<file path="src/rtl/brk_pkg.sv">
package brk_pkg;
    // slot geometry
    localparam int BP_W     = 16;
    localparam int NUM_BP   = 6;
    localparam int NUM_PROG = 4;
    localparam int NUM_SW   = NUM_BP - NUM_PROG;
    localparam int SEL_W    = $clog2(NUM_BP + 2);
    localparam int MODE_SEL = NUM_BP;

    // mode encoding of switchable slots
    typedef enum logic {
        MODE_DATA = 1'b0,
        MODE_REG  = 1'b1
    } sw_mode_e;

    typedef logic [NUM_BP-1:0][BP_W-1:0] bp_vec_t;

    typedef struct packed {
        bp_vec_t           bp;
        logic [NUM_SW-1:0] mode;
    } slot_state_t;

    typedef struct packed {
        logic req;
    } req_state_t;
endpackage

</file>
<file path="src/rtl/brk_regfile.sv">
module brk_regfile
    import brk_pkg::*;
(
    input  logic             clk,
    input  logic             rst_n,
    input  logic             tap_tlr,
    input  logic [SEL_W-1:0] sel,
    input  logic             wr,
    input  logic [BP_W-1:0]  wdata,
    output logic [BP_W-1:0]  rdata,
    output bp_vec_t          bp_o,
    output logic [NUM_SW-1:0] mode_o
);
    slot_state_t st_d, st_q;

    // next-state
    always_comb begin
        st_d = st_q;
        if (tap_tlr) begin
            st_d.bp   = '1;
            st_d.mode = '0;
        end else if (wr) begin
            for (int i = 0; i < NUM_BP; i++) begin
                if (sel == SEL_W'(i)) st_d.bp[i] = wdata;
            end
            if (sel == SEL_W'(MODE_SEL)) st_d.mode = wdata[NUM_SW-1:0];
        end
    end

    always_ff @(posedge clk or negedge rst_n) begin
        if (!rst_n) begin
            st_q.bp   <= '1;
            st_q.mode <= '0;
        end else begin
            st_q <= st_d;
        end
    end

    // read-back mux
    always_comb begin
        rdata = '0;
        for (int i = 0; i < NUM_BP; i++) begin
            if (sel == SEL_W'(i)) rdata = st_q.bp[i];
        end
        if (sel == SEL_W'(MODE_SEL)) rdata[NUM_SW-1:0] = st_q.mode;
    end

    assign bp_o   = st_q.bp;
    assign mode_o = st_q.mode;

    // test-logic-reset restores every slot
    p_tlr_restore_r2: assert property (@(posedge clk) disable iff (!rst_n)
        tap_tlr |=> ((&bp_o) && (mode_o == '0)));

    // a write lands in the addressed slot
    p_write_lands_r3: assert property (@(posedge clk) disable iff (!rst_n)
        (wr && !tap_tlr && (sel < SEL_W'(NUM_BP))) |=> (bp_o[$past(sel)] == $past(wdata)));
endmodule

</file>
<file path="src/rtl/brk_cmp.sv">
module brk_cmp
    import brk_pkg::*;
(
    input  logic              clk,
    input  logic              rst_n,
    input  bp_vec_t           bp,
    input  logic [NUM_SW-1:0] mode,
    input  logic              if_valid,
    input  logic [BP_W-1:0]   if_addr,
    input  logic              da_valid,
    input  logic [BP_W-1:0]   da_addr,
    input  logic              ra_valid,
    input  logic [BP_W-1:0]   ra_id,
    output logic [NUM_BP-1:0] hit
);
    for (genvar g = 0; g < NUM_BP; g++) begin : g_slot
        if (g < NUM_PROG) begin : g_prog
            assign hit[g] = if_valid && (if_addr == bp[g]);

            // program slot hit only on a fetch
            p_prog_fetch_only_r4: assert property (@(posedge clk) disable iff (!rst_n)
                hit[g] |-> (if_valid && (if_addr == bp[g])));
        end else begin : g_sw
            sw_mode_e m;
            assign m = sw_mode_e'(mode[g-NUM_PROG]);
            always_comb begin
                unique case (m)
                    MODE_DATA: hit[g] = da_valid && (da_addr == bp[g]);
                    MODE_REG:  hit[g] = ra_valid && (ra_id == bp[g]);
                    default:   hit[g] = 1'b0;
                endcase
            end

            // switchable hit carries the strobe of its mode
            p_sw_strobe_r5: assert property (@(posedge clk) disable iff (!rst_n)
                (hit[g] && m == MODE_DATA) |-> da_valid);
            p_sw_strobe_r6: assert property (@(posedge clk) disable iff (!rst_n)
                (hit[g] && m == MODE_REG) |-> ra_valid);
        end
    end
endmodule

</file>
<file path="src/rtl/brk_req_gen.sv">
module brk_req_gen
    import brk_pkg::*;
(
    input  logic              clk,
    input  logic              rst_n,
    input  logic [NUM_BP-1:0] hit,
    input  logic              dbg_en,
    input  logic              cpu_in_dbg,
    output logic              brk_req
);
    req_state_t rs_d, rs_q;

    always_comb begin
        rs_d     = rs_q;
        rs_d.req = (|hit) && dbg_en && !cpu_in_dbg;
    end

    always_ff @(posedge clk or negedge rst_n) begin
        if (!rst_n) rs_q <= '0;
        else        rs_q <= rs_d;
    end

    assign brk_req = rs_q.req;

    // no request without enable in the previous cycle
    p_req_needs_en_r7: assert property (@(posedge clk) disable iff (!rst_n)
        brk_req |-> $past(dbg_en));
    // no request after a cycle spent in debug mode
    p_req_not_in_dbg_r9: assert property (@(posedge clk) disable iff (!rst_n)
        brk_req |-> !$past(cpu_in_dbg));
    // every request traces back to a hit
    p_req_from_hit_r8: assert property (@(posedge clk) disable iff (!rst_n)
        brk_req |-> $past(|hit));
endmodule

</file>
<file path="src/rtl/brk_match_unit.sv">
module brk_match_unit
    import brk_pkg::*;
(
    input  logic             clk,
    input  logic             rst_n,
    input  logic             tap_tlr,
    input  logic [2:0]       dbg_sel,
    input  logic             dbg_wr,
    input  logic [15:0]      dbg_wdata,
    output logic [15:0]      dbg_rdata,
    input  logic             dbg_en,
    input  logic             cpu_in_dbg,
    input  logic             if_valid,
    input  logic [15:0]      if_addr,
    input  logic             da_valid,
    input  logic [15:0]      da_addr,
    input  logic             ra_valid,
    input  logic [15:0]      ra_id,
    output logic             brk_req
);
    bp_vec_t           bp;
    logic [NUM_SW-1:0] mode;
    logic [NUM_BP-1:0] hit;

    brk_regfile i_regs (
        .clk    (clk),
        .rst_n  (rst_n),
        .tap_tlr(tap_tlr),
        .sel    (dbg_sel),
        .wr     (dbg_wr),
        .wdata  (dbg_wdata),
        .rdata  (dbg_rdata),
        .bp_o   (bp),
        .mode_o (mode)
    );

    brk_cmp i_cmp (
        .clk     (clk),
        .rst_n   (rst_n),
        .bp      (bp),
        .mode    (mode),
        .if_valid(if_valid),
        .if_addr (if_addr),
        .da_valid(da_valid),
        .da_addr (da_addr),
        .ra_valid(ra_valid),
        .ra_id   (ra_id),
        .hit     (hit)
    );

    brk_req_gen i_req (
        .clk       (clk),
        .rst_n     (rst_n),
        .hit       (hit),
        .dbg_en    (dbg_en),
        .cpu_in_dbg(cpu_in_dbg),
        .brk_req   (brk_req)
    );

    // an enabled hit outside debug mode is answered next cycle
    p_hit_answered_r8: assert property (@(posedge clk) disable iff (!rst_n)
        ((|hit) && dbg_en && !cpu_in_dbg) |=> brk_req);
endmodule

</file>
<file path="config.mk">
export PLATFORM = sky130hd
export DESIGN_NAME = brk_match_unit
export DESIGN_NICKNAME = d
export VERILOG_FILES = /design/src/rtl/brk_pkg.sv /design/src/rtl/brk_regfile.sv /design/src/rtl/brk_cmp.sv /design/src/rtl/brk_req_gen.sv /design/src/rtl/brk_match_unit.sv
export SDC_FILE = /design/constraint.sdc
export NUM_CORES = 1
export LEC_CHECK = 0
export BUFFER_PORTS_ARGS = -buffer_cell sky130_fd_sc_hd__buf_2
export CAP_MARGIN = 10
export CORE_ASPECT_RATIO = 0.5
export CORE_MARGIN = 5
export CORE_UTILIZATION = 53
export DETAILED_ROUTE_END_ITERATION = 7
export GPL_TIMING_DRIVEN = 1
export PLACE_DENSITY_LB_ADDON = 0.05
export SYNTH_ARGS = -nofsm -noshare
export SYNTH_HDL_FRONTEND = slang
export SYNTH_SLANG_ARGS = --single-unit
</file>
<file path="constraint.sdc">
create_clock -name clk -period 4.3 [get_ports clk]
set_clock_uncertainty 0.2 [all_clocks]
set_input_delay 0.43 -clock clk [delete_from_list [all_inputs] [get_ports clk]]
set_output_delay 0.43 -clock clk [all_outputs]
set_load 0.02 [all_outputs]
</file>
---- Yosys cells after proc, flatten, opt, wreduce, memory -nomap -nowiden ----
Cells that the tools add are included.
word-level totals
  flip-flop bits (word level) ............. 99
  latch bits .............................. 0
  bits in writable memories ............... 0
  bits in read-only memories .............. 0
  bits of input ports ..................... 76
  output and inout bits ................... 17
  logic and storage cells ................. 70
  memories ................................ 0
operators by class
  add/sub/neg operators ................... 0
  $mul .................................... 0
  div/mod/pow operators ................... 0
  magnitude comparators ................... 0
  equality and inequality tests ........... 14
  shifts and indexed selects .............. 0
  muxes and demuxes ....................... 18
  bitwise logic cells ..................... 2
  reduce and logical (&&, ||, !) cells .... 28
operators with widths
  kind                  count
  $mux W98              2
  $mux W16              12
  $eq A16 B16 Y1        8
  $reduce_bool A2 Y1    8
  $reduce_and A2 Y1     7
  $logic_and A1 B1 Y1   10
  $eq A3 B3 Y1 const B  3
  $eq A3 B2 Y1 const B  2
  $reduce_or A6 Y1      1
  $mux W2               2
  $pmux W1 S2           2
  $eq A3 B1 Y1 const B  1
  $logic_not A3 Y1      1
  $not A1 Y1            2
  $logic_not A1 Y1      1

---- Logic depth before layout (Yosys ltp) ----
  word-level depth ........................ 8
  depth in mapped cells ................... 8
  depth with buffers taken out ............ 5

---- Modules after synthesis ----
From an unflattened synthesis, not the netlist that was laid out.
second synthesis, totals
  cells, all modules ...................... 656
  area, all modules ....................... 6,717.7 um2
modules (own cells, without submodules)
  module       times used  cells an instance  area an instance (um2)  sequential area each (um2)
  brk_regfile  1           467                5,221.3                 2,572.5
  brk_cmp      1           184                1,443.9                 0.0
  brk_req_gen  1           5                  52.6                    25.0

---- Least setup slack after synthesis ----
OpenSTA, ideal clock, no wires.
  kind .................................... in2out
  from .................................... input port dbg_sel[1]
  to ...................................... output port dbg_rdata[0]
  arrival time ............................ 1,586 ps
  required time ........................... 3,670 ps
  setup slack ............................. 2,084 ps
  stages .................................. 7
  path buffers ............................ 2
  cell sequence ........................... buf_2 > nor2b_1 > buf_2 > a21oi_1 > o221ai_1 > o21ai_1 > a21oi_1
on the way
  longest elaborated chain between the ends .. 8
  elaborated cells between the ends (all ways) .. 14
  classes of those cells .................. eq/ne (6); mux (7); reduce/logical (1)
ends and longest elaborated chain
  what                   line                  source
  from (decl)            brk_match_unit.sv:7   input logic [2:0] dbg_sel,
  $logic_not A3 Y1       brk_regfile.sv:43     if (sel == SEL_W'(i)) rdata = st_q.bp[i];
  $mux W16 (6 in a row)  brk_regfile.sv:43
  $mux W2 (*)            brk_regfile.sv:45     if (sel == SEL_W'(MODE_SEL)) rdata[NUM_SW-1:0] = st_q.mode;
  to (decl)              brk_match_unit.sv:10  output logic [15:0] dbg_rdata,
Mark *: on every way between the ends. The rest lies on a longest branch, timed or not.

---- Final worst setup path ----
Ends and elaborated chain as after synthesis.

==> results.md <==
* Status: complete, no violations
* Synth area leader: dfstp_2
* Slowest CP cell: buf_2
* RSZ-0062 raised after global routing: false
* Die footprint at about 0.015 mm^2
* Synth warnings at 0
* Core Area at roughly 0.012 mm^2
* Routability cong. at approximately 0.91
* Setup crit start kind: primary input
* ANT cells at 0
* DRT Wirelength at around 21 mm
* Worst Slack Setup Final at between 1 and 1.5 ns
* Largest cells by area after synthesis: dfstp_2, xnor2_1, nand2_1
* Vias in the first global route at roughly 5500
* Antenna-violating nets left at 0
* Initial drt markers at approximately 530
* HP Class: primary input to async pin
* CTS tree: built
* CP Class: primary input to primary output
* Clk slew on worst S/H paths at around 0.07 ns
* Maximum VDD drop at approximately 0.00022 V
* CP cell instances: buf_2 > nor2b_1 > a21oi_1 > o221ai_1 > o21ai_1 > a21oi_1 > buf_2
* Initial Utilization at between 50 and 60%
* Max-Cap Viols at 0
* Worst path bufs/invs at 2
* Layout cells sized above 1 at 26.99%
* Synthesized area at around 0.0066 mm^2
* DRT Pass-1 Iters at 5
* Post-CTS setup buffers at 0
* Pins Over Slew Limit at 0
* Nets at a little under 900
* Final hold vios at 0
* Final period util at between 70 and 80%
* Largest net degree at the start of global routing at 72
* Final setup fails at 0
* Final Critical Period at just over 3 ns
* Slowest stage delay, CP at between 0.6 and 0.7 ns
* CTS sink cnt at roughly 100
* Sequential element share of the synthesized area at 39.35%
* DR WL/cell at between 20 and 25 um
* Synth Net Count at 839
* Pleak at around 0.003 uW
* CTS Buf Count at 9
* Crit. End Element: primary output
* Worst-case clock buffer depth at 2
* Mapped Avg Cell Area at between 8 and 9 um^2
* Congestion Overflow GR at 0
* Fmax at between 300 and 400 MHz
* Synthesized instance count at about 760
* Place WS at ~1.2 ns
* CP delay by family, top: buffers and inverters
* Global-route usage over all layers at a little under 30%
* Initial antenna violation count at 0
* Post-synthesis register bit count at between 90 and 100
* Vias per cell at around 5.9
* Clk root buf: clkbuf_16
* Total power per unit cell area at 319.8 mW/mm^2
* I/O Pins at 93
* Top cell type's share of synthesized area at around two fifths
* CTS Hold Buffers Added at 0
* P&R area growth vs syn at 11.45%
* Crit Path Max Fanout at 37
* Die Wd at approximately 170 um
* H-tree Lvls at 3
* Num rows at 28
* Final HPWL DP at around 16 mm
* Setup TNS at 0 ns
* Data required time of the worst path at 3.67 ns
* CTS resizes at 0
* Relative slew margins at 21.46%
* Synth cell types at 36
* IO Port Bufs at 92
* Global-route wire length before repair at 32.75 mm
* Vias at a little under 6000
* Slew @ Worst Pin at 1.172 ns
* Worst-Skew Late Latency at 0.35 ns
* Die height at slightly below 90 um
* CP arrival at between 2 and 2.5 ns
* Worst hold margin at between 0.06 and 0.07 ns
* DRC viols at 0
power breakdown:
part	switching [uW]	internal, uW
Clock	378	513
Combinational	253	172
Sequential	45.8	991
Total	677	1680
path summary, 6_finish.rpt:
path	from	end	depth (start not counted)	slack, ns
max	dbg_sel[1]	dbg_rdata[0]	7	1.20
min in group clk	dbg_wdata[5]	i_regs.bp_o[53]	3	0.17
max reg2reg	i_regs.bp_o[0]	i_req.brk_req	5	2.10
max in group asynchronous	rst_n	i_regs.bp_o[92]	2	2.91
min reg2reg	i_regs.bp_o[44]	i_regs.bp_o[44]	2	0.31
min	rst_n	i_regs.mode_o[0]	1	0.07
sequential cells by signal (all words and copies together) (netlist names):
signal         cells
i_regs.bp_o       96
i_regs.mode_o      2
i_req.brk_req      1
area by class of cell:
type                    count  area, um^2
multi-input cells         604        3741
clock inverters             7       97.59
flip-flops and latches     99        2597
well taps                 165       206.4
repair buffers             95       485.5
inverters                   1       3.754
clock buffers               9       225.2
fillers                  1080        4624
through the flow:
stage          instances  util [%]  instance area (um^2)  power (uW)
6_report             980     61.40                  7357        2353
5_1_grt              980     61.40                  7357        2449
2_1_floorplan        763         -                  6601        1303
4_1_cts              980     61.40                  7357        2355
3_3_place_gp         964     58.71                  7034        1461
3_5_place_dp         964     58.71                  7034        1467
Yosys cell counts (all sizes together):
cell type / instances
nand2: 213
xor2: 19
nor3: 8
nor2: 8
or4: 1
nand3b: 96
nor2b: 6
mux2i: 8
nand2b: 2
a31oi: 2
a21oi: 26
nand4: 30
dfrtp: 3
o2111ai: 1
a22o: 2
and2: 4
o21ai: 20
and2b: 1
nand3: 3
o221ai: 6
inv: 1
xnor2: 109
clkbuf: 34
buf: 25
a22oi: 9
a221oi: 8
mux2: 10
nor4: 10
and3: 2
dfstp: 96
metal layers:
metal  vias up  wire [um]  global-route usage [%]  share of wire, %
met5         -          0                       0                 0
met1      2803      10630                   46.41                50
met2       301       7988                   37.92                38
li1       2685          -                       -                 -
met4         0        229                   5.081               1.1
met3        22       2272                   8.436                11
placed cells by master (no fill, tap or decap), types with 4 or more instances in the layout:
cell | Yosys | layout
mux2i_1 | 8 | 8
dfstp_2 | 96 | 96
xnor2_1 | 109 | 109
o21ai_0 | 18 | 18
nand2_1 | 213 | 213
buf_2 | 19 | 91
nor2_1 | 8 | 8
mux2_2 | 10 | 10
clkbuf_16 | 0 | 9
nor2b_1 | 6 | 6
a221oi_1 | 8 | 8
buf_4 | 1 | 4
xor2_1 | 19 | 19
nor4_1 | 10 | 10
a22oi_1 | 9 | 9
nand3b_1 | 96 | 96
and2_1 | 4 | 4
o221ai_1 | 6 | 6
nand4_1 | 30 | 30
nor3_1 | 6 | 6
a21oi_1 | 26 | 26
cells by family (layout without fill, tap and decap cells):
family / Yosys count / after routing / share of synthesized area, %
flops: 99 / 99 / 39.35
compound gates: 74 / 74 / 6.956
xor+xnor: 128 / 128 / 16.98
mux: 18 / 18 / 2.919
buf+inv: 60 / 112 / 3.980
simple gates: 384 / 384 / 29.81
Note: power is estimated with default switching activity, not from simulation.
